File: config.mk
export PLATFORM = sky130hd
export DESIGN_NAME = slp_rst_ctl
export DESIGN_NICKNAME = d
export VERILOG_FILES = /design/src/rtl/slp_rst_pkg.sv /design/src/rtl/slp_rst_decode.sv /design/src/rtl/slp_rst_regs.sv /design/src/rtl/slp_rst_ctl.sv
export SDC_FILE = /design/constraint.sdc
export NUM_CORES = 1
export LEC_CHECK = 0
export ABC_AREA = 1
export BUFFER_PORTS_ARGS = -buffer_cell sky130_fd_sc_hd__buf_2
export CAP_MARGIN = 5
export CORE_MARGIN = 2
export CORE_UTILIZATION = 45
export DETAILED_ROUTE_END_ITERATION = 10
export PLACE_DENSITY = 0.83
export SLEW_MARGIN = 30
export SYNTH_ARGS = -nofsm -noshare
export SYNTH_HDL_FRONTEND = slang
export SYNTH_SLANG_ARGS = --single-unit
File: constraint.sdc
create_clock -name clk -period 1.6 [get_ports clk]
set_clock_uncertainty 0.05 [all_clocks]
set_input_delay 0.08 -clock clk [delete_from_list [all_inputs] [get_ports clk]]
set_output_delay 0.08 -clock clk [all_outputs]
set_load 0.005 [all_outputs]
File: src/rtl/slp_rst_pkg.sv
package slp_rst_pkg;

  typedef enum logic [1:0] {
    SZ_BYTE = 2'd0,
    SZ_HALF = 2'd1,
    SZ_WORD = 2'd2,
    SZ_RSVD = 2'd3
  } accSize_e;

  localparam int CTL_W       = 16;
  localparam int SCI_BIT     = 0;
  localparam int SLP_EN_BIT  = 13;
  localparam int SLP_TYP_LO  = 10;
  localparam int SLP_TYP_W   = 3;
  localparam int RST_GO_BIT  = 2;
  localparam int NUM_SLOTS   = 3;

  localparam logic [SLP_TYP_W-1:0] SLP_TYP_OFF = 3'd5;
  localparam logic [CTL_W-1:0] ZERO_MASK  = 16'hC003;
  localparam logic [CTL_W-1:0] STORE_MASK =
    ~(ZERO_MASK | (16'h0001 << SLP_EN_BIT));

  typedef struct packed {
    logic rstWr;
    logic rstRd;
    logic ctlWr;
    logic ctlRd;
    logic cmdWr;
    logic cmdRd;
    logic sizeErr;
  } busStrb_t;

endpackage

File: src/rtl/slp_rst_decode.sv
module slp_rst_decode
  import slp_rst_pkg::*;
#(
  parameter int              ADDR_W   = 16,
  parameter logic [ADDR_W-1:0] RST_ADDR = 16'h0CF9,
  parameter logic [ADDR_W-1:0] CTL_ADDR = 16'h0404,
  parameter logic [ADDR_W-1:0] CMD_ADDR = 16'h00B2
) (
  input  logic [ADDR_W-1:0] busAddr,
  input  logic              busRd,
  input  logic              busWr,
  input  logic [1:0]        busSize,
  output busStrb_t          strb
);

  localparam logic [ADDR_W-1:0] SLOT_ADDR [NUM_SLOTS] = '{RST_ADDR, CTL_ADDR, CMD_ADDR};
  localparam accSize_e          SLOT_SIZE [NUM_SLOTS] = '{SZ_BYTE, SZ_HALF, SZ_BYTE};

  logic [NUM_SLOTS-1:0] slotHit;
  logic [NUM_SLOTS-1:0] slotSizeOk;
  logic                 anyAcc;
  logic                 rdOnly;

  for (genvar gi = 0; gi < NUM_SLOTS; gi++) begin : g_slot
    assign slotHit[gi]    = (busAddr == SLOT_ADDR[gi]);
    assign slotSizeOk[gi] = (accSize_e'(busSize) == SLOT_SIZE[gi]);
  end

  assign anyAcc = busRd | busWr;
  assign rdOnly = busRd & ~busWr;

  always_comb begin
    strb         = '0;
    strb.rstWr   = busWr  & slotHit[0] & slotSizeOk[0];
    strb.rstRd   = rdOnly & slotHit[0] & slotSizeOk[0];
    strb.ctlWr   = busWr  & slotHit[1] & slotSizeOk[1];
    strb.ctlRd   = rdOnly & slotHit[1] & slotSizeOk[1];
    strb.cmdWr   = busWr  & slotHit[2] & slotSizeOk[2];
    strb.cmdRd   = rdOnly & slotHit[2] & slotSizeOk[2];
    strb.sizeErr = anyAcc & |(slotHit & ~slotSizeOk);
  end

endmodule

File: src/rtl/slp_rst_regs.sv
module slp_rst_regs
  import slp_rst_pkg::*;
#(
  parameter logic [7:0] CMD_ENABLE  = 8'hA0,
  parameter logic [7:0] CMD_DISABLE = 8'hA1
) (
  input  logic             clk,
  input  logic             rst_n,
  input  busStrb_t         strb,
  input  logic [CTL_W-1:0] busWdata,
  output logic [CTL_W-1:0] busRdata,
  output logic             busErr,
  output logic             rstReq,
  output logic             pwrOffReq,
  output logic             sciEn,
  output logic             pwrBtnArm
);

  logic [7:0]       rstReg;
  logic [CTL_W-1:0] ctlBody;
  logic             sciQ;
  logic             armQ;
  logic             rstPulse;
  logic             offPulse;
  logic [CTL_W-1:0] rdataQ;
  logic             errQ;

  logic             rstRise;
  logic             offHit;
  logic [CTL_W-1:0] ctlView;
  logic [CTL_W-1:0] rdNext;

  assign rstRise = strb.rstWr & busWdata[RST_GO_BIT] & ~rstReg[RST_GO_BIT];
  assign offHit  = strb.ctlWr & busWdata[SLP_EN_BIT] &
                   (busWdata[SLP_TYP_LO +: SLP_TYP_W] == SLP_TYP_OFF);
  assign ctlView = ctlBody | (CTL_W'(sciQ) << SCI_BIT);

  always_comb begin
    rdNext = '0;
    if (strb.rstRd) rdNext = {{(CTL_W-8){1'b0}}, rstReg};
    else if (strb.ctlRd) rdNext = ctlView;
  end

  always_ff @(posedge clk or negedge rst_n) begin
    if (!rst_n) begin
      rstReg   <= '0;
      ctlBody  <= '0;
      sciQ     <= 1'b0;
      armQ     <= 1'b0;
      rstPulse <= 1'b0;
      offPulse <= 1'b0;
      rdataQ   <= '0;
      errQ     <= 1'b0;
    end else begin
      rstPulse <= rstRise;
      offPulse <= offHit;
      rdataQ   <= rdNext;
      errQ     <= strb.sizeErr;
      if (strb.rstWr) rstReg <= busWdata[7:0];
      if (strb.ctlWr) ctlBody <= busWdata & STORE_MASK;
      if (strb.cmdWr) begin
        if (busWdata[7:0] == CMD_ENABLE) begin
          sciQ <= 1'b1;
          armQ <= 1'b1;
        end else if (busWdata[7:0] == CMD_DISABLE) begin
          sciQ <= 1'b0;
          armQ <= 1'b0;
        end
      end
    end
  end

  assign busRdata  = rdataQ;
  assign busErr    = errQ;
  assign rstReq    = rstPulse;
  assign pwrOffReq = offPulse;
  assign sciEn     = sciQ;
  assign pwrBtnArm = armQ;

  AST_RST_SINGLE: assert property (@(posedge clk) disable iff (!rst_n)
    rstPulse |=> !rstPulse);
  AST_RST_EDGE: assert property (@(posedge clk) disable iff (!rst_n)
    rstPulse |-> (rstReg[RST_GO_BIT] && !$past(rstReg[RST_GO_BIT])));
  AST_SCI_KEEP: assert property (@(posedge clk) disable iff (!rst_n)
    strb.ctlWr |=> (sciQ == $past(sciQ)));
  AST_OFF_TYPE: assert property (@(posedge clk) disable iff (!rst_n)
    offPulse |-> (ctlBody[SLP_TYP_LO +: SLP_TYP_W] == SLP_TYP_OFF));
  AST_SLPEN_CLEAR: assert property (@(posedge clk) disable iff (!rst_n)
    !ctlBody[SLP_EN_BIT]);
  AST_ARM_CMD: assert property (@(posedge clk) disable iff (!rst_n)
    (armQ != $past(armQ)) |-> $past(strb.cmdWr));
  AST_ERR_NOWRITE: assert property (@(posedge clk) disable iff (!rst_n)
    strb.sizeErr |=> ($stable(rstReg) && $stable(ctlBody) && $stable(sciQ)));

endmodule

File: src/rtl/slp_rst_ctl.sv
module slp_rst_ctl
  import slp_rst_pkg::*;
#(
  parameter int                ADDR_W      = 16,
  parameter logic [ADDR_W-1:0] RST_ADDR    = 16'h0CF9,
  parameter logic [ADDR_W-1:0] CTL_ADDR    = 16'h0404,
  parameter logic [ADDR_W-1:0] CMD_ADDR    = 16'h00B2,
  parameter logic [7:0]        CMD_ENABLE  = 8'hA0,
  parameter logic [7:0]        CMD_DISABLE = 8'hA1
) (
  input  logic              clk,
  input  logic              rst_n,
  input  logic [ADDR_W-1:0] busAddr,
  input  logic              busRd,
  input  logic              busWr,
  input  logic [1:0]        busSize,
  input  logic [15:0]       busWdata,
  output logic [15:0]       busRdata,
  output logic              busErr,
  output logic              rstReq,
  output logic              pwrOffReq,
  output logic              sciEn,
  output logic              pwrBtnArm
);

  busStrb_t strb;

  slp_rst_decode #(
    .ADDR_W  (ADDR_W),
    .RST_ADDR(RST_ADDR),
    .CTL_ADDR(CTL_ADDR),
    .CMD_ADDR(CMD_ADDR)
  ) i_decode (
    .busAddr(busAddr),
    .busRd  (busRd),
    .busWr  (busWr),
    .busSize(busSize),
    .strb   (strb)
  );

  slp_rst_regs #(
    .CMD_ENABLE (CMD_ENABLE),
    .CMD_DISABLE(CMD_DISABLE)
  ) i_regs (
    .clk      (clk),
    .rst_n    (rst_n),
    .strb     (strb),
    .busWdata (busWdata),
    .busRdata (busRdata),
    .busErr   (busErr),
    .rstReq   (rstReq),
    .pwrOffReq(pwrOffReq),
    .sciEn    (sciEn),
    .pwrBtnArm(pwrBtnArm)
  );

endmodule

==> flow_metrics.tcl <==
set metrics [dict create \
    synth.most_common_cell "sky130_fd_sc_hd__nand2_1" \
    nNetsFinal 327 \
    max_slew_margin_pct 64.2 \
    overflow 0 \
    number_of_vias_after_detailed_routing 1580 \
    worst_ir_drop_on_vdd_v 0.000399 \
    slew_viol_final 0 \
    run_status "complete, no violations" \
    netlist.area_leader.share_pct 48.3 \
    clockBufferDepth 2 \
    final-hold-violation-count 0 \
    cts-buffers-inserted 5 \
    power.switching_w 0.000418 \
    detailedRoute.firstIterationViolations 64 \
    arr_time_crit_path_ns 1.63 \
    synthesis.instances 226 \
    number_of_nets_with_antenna_violations_after_detailed_routing 0 \
    netlist-cell-type-count 22 \
    synth_top_area_cell "sky130_fd_sc_hd__dfrtp_1" \
    cts_sinks 36 \
    final_cell_area_excluding_filler_cells_um2 2380 \
    internal_portion_of_total_power_w 0.00175 \
    largest_net_degree_at_the_start_of_global_routing 24 \
    worstSetupEndpointType "register" \
    die-width_um 68.4 \
    p_comb_share_pct 7.1 \
    ys_top_cells_by_area "sky130_fd_sc_hd__dfrtp_1, sky130_fd_sc_hd__nand2_1, sky130_fd_sc_hd__inv_1" \
    yosysWarningCount 0 \
    gr-usage-all-layers_pct 18.5 \
    clockPowerShare_pct 50.9 \
    drt_drc_violations_left 0 \
    ys_async_sr_fraction_pct 100 \
    synth_edf_count 0 \
    initial_utilization_pct 46.6 \
    postSynth.topFlopCell "sky130_fd_sc_hd__dfrtp_1" \
    area_growth_syn_to_layout_pct 27.8 \
    setup_repair_after_global_routing_missed_its_margin "false" \
    routed_wire_length_per_instance_um 11.2 \
    postCtsSetupRepairBufs 0 \
    htreeDepth 2 \
    post-place-cells 324 \
    globalplace.congestion 0.834 \
    max_clock_freq_mhz 693 \
    post_synth_instance_area_um2 1870 \
    grt_antenna_before_repair 0 \
    total_power_w 0.00217 \
    final.setup.worst_slack_ns 0.157 \
    fin_tns_setup_ns 0 \
    via_per_inst 4.65 \
    die_height_um 68.4 \
    detailedPlacementHpwl_mm 2.74 \
    max_cap_viol_count 0 \
    finalCriticalPeriod_ns 1.44 \
    ctsHoldBuffers 8 \
    row_count 23 \
    power_density_nw_per_um2 910 \
    post_dp_cell_area_um2 2150 \
    startpoint_type_of_the_worst_setup_path "primary input" \
    grt_first_pass_wirelength_mm 6.22 \
    timing.final.setup_violations 0 \
    power_frac_seq_pct 41.9 \
    port_buffers 53 \
    classification_of_the_worst_setup_path "primary input to register" \
    synth-seq-area-share_pct 48.3 \
    worst-path-max-fanout 23 \
    period_share_pct 90.2 \
    coreArea_um2 4000 \
    detail_route.wirelength_mm 3.81 \
    path_clk_slew_ns 0.08 \
    drt_first_pass_iters 4 \
    synth.avg_cell_area_um2 8.25 \
    insertedDiodeCount 0 \
    final_layout_size_suffix_gt1_share_pct 32.8 \
    ys_ff_latch 36 \
    clock_latency_ns 0.29 \
    design.die.area_um2 4680 \
    cts.repair.resized 0 \
    worstMarginPinSlew_ns 0.535 \
    total_leakage_power_nw 1.36 \
    p_sw_share_pct 19.3 \
    synth.cells.most_frequent "sky130_fd_sc_hd__nand2_1, sky130_fd_sc_hd__inv_1, sky130_fd_sc_hd__dfrtp_1" \
    worst-endpoint-required_ns 1.79 \
    stdcell_count 340 \
    preCtsSetupSlack_ns 0.284 \
    grt_pass1_vias 1458 \
    cts_tree "yes" \
    holdCritPathClass "primary input to register" \
    ioPinCount 59 \
    clock-root-buffer "sky130_fd_sc_hd__clkbuf_8" \
]
[flip-flops by register name, summed over array words and instances, names as in the netlist]
register,count
i_regs.sciEn,1
i_regs.rstReg,8
i_regs.rstReq,1
i_regs.busErr,1
i_regs.pwrOffReq,1
i_regs.ctlBody,11
i_regs.busRdata,13
[kinds of logic after synthesis]
logic type / Yosys count / share of synthesized area (%)
AND/OR/NAND/NOR: 121 / 32.3
buffers and inverters: 56 / 13.7
flip-flops: 36 / 48.3
AO/OA/AOI/OAI: 12 / 5.43
other: 1 / 0.201
[final timing paths]
path	start	end	slack [ns]	cells past startpoint
worst max register to register	i_regs.sciEn	i_regs.sciEn	0.86	4
worst min register to register	i_regs.rstReg[2]	i_regs.rstReq	0.42	1
min in group asynchronous	rst_n	i_regs.ctlBody[9]	0.22	2
worst min-delay path	busWdata[12]	i_regs.ctlBody[12]	0.009	3
worst max-delay path	busAddr[0]	i_regs.pwrOffReq	0.16	7
max in group asynchronous	rst_n	i_regs.busRdata[12]	0.82	3
[metrics by stage]
stage / hold slack (ns) / util, %
CTS: 0.00702 / 59.6
global placement: -0.00653 / 53.6
finish: 0.00950 / 59.6
detailed placement: 0.000884 / 53.6
global route: 0.0179 / 59.6
floorplan: -0.266 / -
[placed cells by master (no fill, tap or decap)]
cell                            count
sky130_fd_sc_hd__nand2_1           56
sky130_fd_sc_hd__buf_2             53
sky130_fd_sc_hd__inv_1             44
sky130_fd_sc_hd__dfrtp_1           36
sky130_fd_sc_hd__nand3_1           19
sky130_fd_sc_hd__nor2_1            18
sky130_fd_sc_hd__o21ai_2           11
sky130_fd_sc_hd__nand4_1            9
sky130_fd_sc_hd__dlygate4sd3_1      8
sky130_fd_sc_hd__nor2_2             7
sky130_fd_sc_hd__clkbuf_8           5
sky130_fd_sc_hd__nor2_4             3
sky130_fd_sc_hd__inv_2              3
sky130_fd_sc_hd__conb_1             3
sky130_fd_sc_hd__bufinv_16          3
sky130_fd_sc_hd__nand2_2            2
sky130_fd_sc_hd__nor3_2             2
sky130_fd_sc_hd__and2_1             1
sky130_fd_sc_hd__nor3_4             1
sky130_fd_sc_hd__nand2_4            1
sky130_fd_sc_hd__clkinv_2           1
sky130_fd_sc_hd__a21oi_1            1
sky130_fd_sc_hd__nand4_2            1
sky130_fd_sc_hd__nand3_4            1
sky130_fd_sc_hd__buf_12             1
[worst max-delay path, cell delays in order]
cell and delay [ns]:
sky130_fd_sc_hd__buf_2 0.10, sky130_fd_sc_hd__nor2_1 0.15, sky130_fd_sc_hd__nand2_1 0.11, sky130_fd_sc_hd__nor2_4 0.16, sky130_fd_sc_hd__nand3_4 0.28, sky130_fd_sc_hd__nor3_2 0.18
sky130_fd_sc_hd__dlygate4sd3_1 0.57
[power groups by stage]
stage	clock, W	combinational, W	sequential, W
6_report	0.00110	0.000154	0.000910
5_1_grt	0.00116	0.000174	0.000909
4_1_cts	0.00112	0.000154	0.000909
2_1_floorplan	0	0.0000609	0.000927
3_5_place_dp	0	0.000140	0.000927
3_3_place_gp	0	0.000136	0.000927
[cell type report]
class,count,area [um2]
clock buffer,5,68.8
clock inverter,3,90.1
fill,344,1620
inverter,48,181
multi-input combinational,136,716
sequential,36,901
tap,50,62.6
timing repair buffer,62,365
[layer usage]
metal	GRT usage, %	share of wire [%]	vias up
met5	0	0	-
met3	5.92	6.7	9
met2	30.2	50	55
li1	-	-	804
met4	9.25	2.8	0
met1	21.7	40	712
Power figures use the tool's default switching activity.
